--- src/rtl/fcd_pkg.sv ---
package fcd_pkg;
  localparam int BW = 8;
  localparam int UW = 11;

  localparam logic [UW-1:0] ADR_A = 11'h555;
  localparam logic [UW-1:0] ADR_B = 11'h2AA;

  localparam logic [BW-1:0] C_UNL1  = 8'hAA;
  localparam logic [BW-1:0] C_UNL2  = 8'h55;
  localparam logic [BW-1:0] C_PROG  = 8'hA0;
  localparam logic [BW-1:0] C_ERS   = 8'h80;
  localparam logic [BW-1:0] C_IDENT = 8'h90;
  localparam logic [BW-1:0] C_RESET = 8'hF0;
  localparam logic [BW-1:0] C_CHIP  = 8'h10;
  localparam logic [BW-1:0] C_SECT  = 8'h30;

  localparam logic [BW-1:0] ID_B0 = 8'h01;
  localparam logic [BW-1:0] ID_B1 = 8'hA4;

  typedef enum logic [2:0] {
    S_READ, S_U1, S_U2, S_PDATA, S_E1, S_E2, S_E3
  } seq_t;
endpackage

--- src/rtl/fcd_strobe.sv ---
module fcd_strobe
  import fcd_pkg::*;
#(
  parameter int AW      = 19,
  parameter int MIN_LOW = 3
) (
  input  logic          clk,
  input  logic          rst,
  input  logic          we_n,
  input  logic [AW-1:0] addr_in,
  input  logic [BW-1:0] data_in,
  output logic          wr_vld,
  output logic [AW-1:0] wr_addr,
  output logic [BW-1:0] wr_data
);
  localparam int CW = $clog2(MIN_LOW + 1);
  localparam logic [CW-1:0] CMAX = CW'(MIN_LOW);

  logic [2:0]    sync;
  logic [CW-1:0] low_cnt;
  logic [AW-1:0] addr_q;
  logic          fall, rise;

  // sync[1] is the synchronised strobe, sync[2] its previous value
  assign fall = sync[2] & ~sync[1];
  assign rise = ~sync[2] & sync[1];

  always_ff @(posedge clk) begin
    if (rst) begin
      sync    <= 3'b111;
      low_cnt <= '0;
      addr_q  <= '0;
      wr_vld  <= 1'b0;
      wr_addr <= '0;
      wr_data <= '0;
    end else begin
      sync   <= {sync[1:0], we_n};
      wr_vld <= 1'b0;
      if (fall) begin
        addr_q  <= addr_in;
        low_cnt <= CW'(1);
      end else if (!sync[1] && low_cnt != CMAX) begin
        low_cnt <= low_cnt + CW'(1);
      end
      // accept only pulses that stayed low long enough
      if (rise && low_cnt == CMAX) begin
        wr_vld  <= 1'b1;
        wr_addr <= addr_q;
        wr_data <= data_in;
      end
    end
  end
endmodule

--- src/rtl/fcd_seq.sv ---
module fcd_seq
  import fcd_pkg::*;
#(
  parameter int AW = 19
) (
  input  logic          clk,
  input  logic          rst,
  input  logic          wr_vld,
  input  logic [AW-1:0] wr_addr,
  input  logic [BW-1:0] wr_data,
  input  logic          busy,
  input  logic          low_vcc,
  output logic          prog_go,
  output logic          chip_go,
  output logic          sect_go,
  output logic [AW-1:0] op_addr,
  output logic [BW-1:0] op_data,
  output logic          id_mode
);
  seq_t st;
  logic at_a, at_b;

  assign at_a = (wr_addr[UW-1:0] == ADR_A);
  assign at_b = (wr_addr[UW-1:0] == ADR_B);

  always_ff @(posedge clk) begin
    if (rst) begin
      st      <= S_READ;
      prog_go <= 1'b0;
      chip_go <= 1'b0;
      sect_go <= 1'b0;
      op_addr <= '0;
      op_data <= '0;
      id_mode <= 1'b0;
    end else begin
      prog_go <= 1'b0;
      chip_go <= 1'b0;
      sect_go <= 1'b0;
      if (low_vcc) begin
        st      <= S_READ;
        id_mode <= 1'b0;
      end else if (wr_vld && !busy) begin
        if (st == S_PDATA) begin
          prog_go <= 1'b1;
          op_addr <= wr_addr;
          op_data <= wr_data;
          st      <= S_READ;
          id_mode <= 1'b0;
        end else if (wr_data == C_RESET) begin
          st      <= S_READ;
          id_mode <= 1'b0;
        end else begin
          case (st)
            S_READ: begin
              if (at_a && wr_data == C_UNL1) st <= S_U1;
              else id_mode <= 1'b0;
            end
            S_U1: begin
              if (at_b && wr_data == C_UNL2) st <= S_U2;
              else begin st <= S_READ; id_mode <= 1'b0; end
            end
            S_U2: begin
              if (at_a && wr_data == C_PROG) st <= S_PDATA;
              else if (at_a && wr_data == C_ERS) st <= S_E1;
              else if (at_a && wr_data == C_IDENT) begin
                st <= S_READ; id_mode <= 1'b1;
              end else begin st <= S_READ; id_mode <= 1'b0; end
            end
            S_E1: begin
              if (at_a && wr_data == C_UNL1) st <= S_E2;
              else begin st <= S_READ; id_mode <= 1'b0; end
            end
            S_E2: begin
              if (at_b && wr_data == C_UNL2) st <= S_E3;
              else begin st <= S_READ; id_mode <= 1'b0; end
            end
            S_E3: begin
              if (at_a && wr_data == C_CHIP) begin
                chip_go <= 1'b1;
                op_addr <= wr_addr;
                op_data <= wr_data;
              end else if (wr_data == C_SECT) begin
                sect_go <= 1'b1;
                op_addr <= wr_addr;
                op_data <= wr_data;
              end
              st      <= S_READ;
              id_mode <= 1'b0;
            end
            default: begin st <= S_READ; id_mode <= 1'b0; end
          endcase
        end
      end
    end
  end
endmodule

--- src/rtl/fcd_idrom.sv ---
module fcd_idrom
  import fcd_pkg::*;
(
  input  logic          clk,
  input  logic          rst,
  input  logic [7:0]    id_ofs,
  output logic [BW-1:0] id_data
);
  always_ff @(posedge clk) begin
    if (rst) id_data <= '0;
    else begin
      case (id_ofs)
        8'h00:   id_data <= ID_B0;
        8'h01:   id_data <= ID_B1;
        default: id_data <= '0;
      endcase
    end
  end
endmodule

--- src/rtl/flash_cmd_decoder.sv ---
module flash_cmd_decoder
  import fcd_pkg::*;
#(
  parameter int AW      = 19,
  parameter int MIN_LOW = 3
) (
  input  logic          clk,
  input  logic          rst,
  input  logic          we_n,
  input  logic [AW-1:0] addr_in,
  input  logic [7:0]    data_in,
  input  logic          busy,
  input  logic          low_vcc,
  input  logic [7:0]    id_ofs,
  output logic          prog_go,
  output logic          chip_go,
  output logic          sect_go,
  output logic [AW-1:0] op_addr,
  output logic [7:0]    op_data,
  output logic          id_mode,
  output logic [7:0]    id_data
);
  logic          wr_vld;
  logic [AW-1:0] wr_addr;
  logic [BW-1:0] wr_data;

  fcd_strobe #(.AW(AW), .MIN_LOW(MIN_LOW)) u_strobe (
    .clk(clk), .rst(rst), .we_n(we_n), .addr_in(addr_in), .data_in(data_in),
    .wr_vld(wr_vld), .wr_addr(wr_addr), .wr_data(wr_data)
  );

  fcd_seq #(.AW(AW)) u_seq (
    .clk(clk), .rst(rst), .wr_vld(wr_vld), .wr_addr(wr_addr), .wr_data(wr_data),
    .busy(busy), .low_vcc(low_vcc), .prog_go(prog_go), .chip_go(chip_go),
    .sect_go(sect_go), .op_addr(op_addr), .op_data(op_data), .id_mode(id_mode)
  );

  fcd_idrom u_idrom (
    .clk(clk), .rst(rst), .id_ofs(id_ofs), .id_data(id_data)
  );
endmodule

--- config.mk ---
export PLATFORM = sky130hd
export DESIGN_NAME = flash_cmd_decoder
export DESIGN_NICKNAME = d
export VERILOG_FILES = /design/src/rtl/fcd_pkg.sv /design/src/rtl/fcd_strobe.sv /design/src/rtl/fcd_seq.sv /design/src/rtl/fcd_idrom.sv /design/src/rtl/flash_cmd_decoder.sv
export SDC_FILE = /design/constraint.sdc
export NUM_CORES = 1
export LEC_CHECK = 0
export ABC_CLOCK_PERIOD_IN_PS = 6100
export BUFFER_PORTS_ARGS = -buffer_cell sky130_fd_sc_hd__buf_2
export CORE_MARGIN = 1
export CORE_UTILIZATION = 55
export DETAILED_ROUTE_END_ITERATION = 12
export PLACE_DENSITY_LB_ADDON = 0.2
export SETUP_SLACK_MARGIN = 0.1
export SLEW_MARGIN = 5
export SYNTH_ARGS = -nofsm -noshare
export SYNTH_HDL_FRONTEND = slang
export SYNTH_SLANG_ARGS = --single-unit
--- constraint.sdc ---
create_clock -name clk -period 6.1 [get_ports clk]
set_input_delay 1.22 -clock clk [delete_from_list [all_inputs] [get_ports clk]]
set_output_delay 1.22 -clock clk [all_outputs]
set_load 0.03 [all_outputs]
==> metrics.cfg <==
[timing]
hold_viol=0
max_freq_mhz=337
finalMaxSlewViolations=0
grt_setup_unrepaired=false
fin_worst_hold_slack_ns=0.422
relSlewSlack_pct=20.5
setup_viol=0
fin_skew_ns=0.00658
setup_tns_ns=0
layout_min_cycle_time_ns=2.96
tightest_slew_ns=1.19
finalCritPeriodShare_pct=48.6
setup_slack_ns=3.14

[power]
ir_drop_v=0.000143
powerDensity_mw_per_mm2=246
power.share.sequential_pct=56.9
clkPwrFrac_pct=39.2
power.total_mw=1.02
p_sw_share_pct=20.9
p_sw_uw=214
pwr-share-comb_pct=3.9
p_leak_nw=1.52
p_int_uw=809

[critical_path]
start_kind=primary input
critical_path_arrival_ns=3.23
timing.rr.start=u_strobe.wr_data[0]
cpPeakStageDelay_ns=0.86
path_buf_inv=1
required_ns=6.36
crit_type=in -> reg
cp-end-kind=flop
path_depth=5
path_cells=buf_2 > nand2b_1 > or4b_1 > a21oi_4 > mux2i_1
cp_top_family=compound AO/OA/AOI/OAI gates
reg2reg_to=u_seq.op_data[0]
worst-r2r-cell-count=5
crit_fanout=27
critPathSlowestCell=a21oi_4
ff2ff_setup_slack_ns=3.44

[die]
pin_count=79
rows=29
die_h_um=83.5
core-area_mm2=0.00639
dieArea_mm2=0.00697
initial_core_util_pct=57.2
die_x_um=83.5

[worst_hold_path]
min_from=u_strobe.sync[0]
hold_depth=1
hold_class=reg -> reg
hold_end=u_strobe.sync[1]

[global_route]
grt_pass1_vias=2617
grt_start_max_net_pins=110
grt_overflow_total=0
gr-usage-all-layers_pct=21.4
grt_pass1_wl_um=12100
antenna_found_initial=0

[synthesis]
synthDistinctLibCells=43
synth-edff-count=0
synthTopCellsByCount=nand2_1 (101), dfxtp_1 (88), nand2b_1 (55)
synthCells=424
ys.flop_type=dfxtp_1
netlist_area_mm2=0.00365
synthArstFlopShare_pct=0
yosysWarnings=0
seq_area_frac_synth_pct=48.3
syn_avg_cell_area_um2=8.61
synth_top_area_share_pct=48.3
yosysTopAreaCell=dfxtp_1
yosys-top-cells-area=dfxtp_1 (48%), nand2_1 (10%), nand2b_1 (9.4%)
synth_seq_cells=88
synth.most_common_cell=nand2_1

[routing]
viasPerCell=5.12
vias=2883
drtIter0Drc=162
drt_wl_total_um=7070
drcViolationCount=0
antenna_left=0
wl_per_cell_um=12.6
firstDrtPassIters=5

[place]
place_ws_ns=2.80
port_buffers=74
hpwl_um=4810
gp_congestion=0.845

[clock_network]
numCtsBuffers=9
cts_max_level=3
cts.repair.resized=0
cts_tree=done
clk_latency_ns=0.34
cts_sinks=88
cts-root-buf=clkbuf_8
clockBufferDepth=2
clk_pin_slew_worst_paths_ns=0.08
cts_setup_buffers=0
hold_buffers=0

[finish]
diodes=0
num-nets-final=522
drive_gt1_share_pct=19.3
utilization_pct=65.1
area_growth_pct=13.9
fill_cells=563

[outcome]
status=completed

[job]
max-cap-violations=0

## stage by stage
step	instance area, um2	instances
final	4160	563
after global placement	3960	547
after CTS	4160	563
after floorplan	3660	427
after detailed placement	3960	547
after global routing	4160	563
## final cells by class
class                   instances  area [um2]  area share (%)
repair buffers                 75         378            9.09
multi-input cells             305        1720            41.3
clock buffers                  13         159            3.82
flip-flops and latches         88        1760            42.4
well taps                      77        96.3            2.32
inverters                       2        7.51           0.181
clock inverters                 3        40.0           0.963
## sequential cells by signal, summed over array words and instances, names as in the netlist
signal and count:
u_strobe.wr_vld 1, u_seq.chip_go 1, u_seq.op_data 8, u_strobe.wr_addr 19, u_strobe.low_cnt 2, u_strobe.wr_data 8, u_strobe.addr_q 19, u_seq.id_mode 1
u_seq.op_addr 19, u_seq.st 3, u_seq.prog_go 1, u_seq.sect_go 1, u_strobe.sync 3, u_idrom.id_data 2
## worst max path at each step
| stage | start | endpoint |
|---|---|---|
| 2_1_floorplan | busy | u_seq.op_addr[10] |
| 3_3_place_gp | busy | u_seq.op_addr[12] |
| 3_5_place_dp | busy | u_seq.op_data[0] |
| 4_1_cts | busy | u_seq.op_data[0] |
| 5_1_grt | busy | u_seq.op_data[0] |
| 6_report | busy | u_seq.op_data[0] |
## placed cells by master (no fill, tap or decap), types with 4 or more instances in the layout
| cell type | synthesis | final |
|---|---|---|
| dfxtp_1 | 88 | 88 |
| mux2i_1 | 27 | 27 |
| buf_2 | 1 | 74 |
| clkbuf_8 | 0 | 11 |
| conb_1 | 1 | 4 |
| a21oi_1 | 50 | 50 |
| nor3_1 | 5 | 5 |
| nor2b_1 | 5 | 5 |
| nor4_1 | 5 | 5 |
| nor2_1 | 10 | 10 |
| nand4_1 | 4 | 4 |
| nand2b_1 | 55 | 55 |
| nand2_1 | 101 | 101 |
## cell families (layout without fill, tap and decap cells)
family	count (synthesis)	in the layout	share of synthesized area [%]
flops	88	88	48.3
fa+ha+maj	1	1	0.343
compound gates	64	64	9.53
other cells	1	4	0.103
buf+inv	34	93	5.25
mux	27	27	7.40
simple gates	209	209	29.1
## metal layers
metal  share of wire (%)  global-route usage, %
met1                  52                   32.4
met2                  42                   29.5
met3                 5.1                   4.25
met4                0.41                   9.24
met5                   0                      0
## power groups by stage
stage	combinational (mW)	sequential, mW	clock, mW
floorplan	0.0273	0.595	0
global placement	0.0395	0.595	0
detailed placement	0.0403	0.596	0
finish	0.0401	0.582	0.401
CTS	0.0404	0.582	0.409
global route	0.0450	0.583	0.435
No activity file was read; power rests on OpenSTA's default activity.
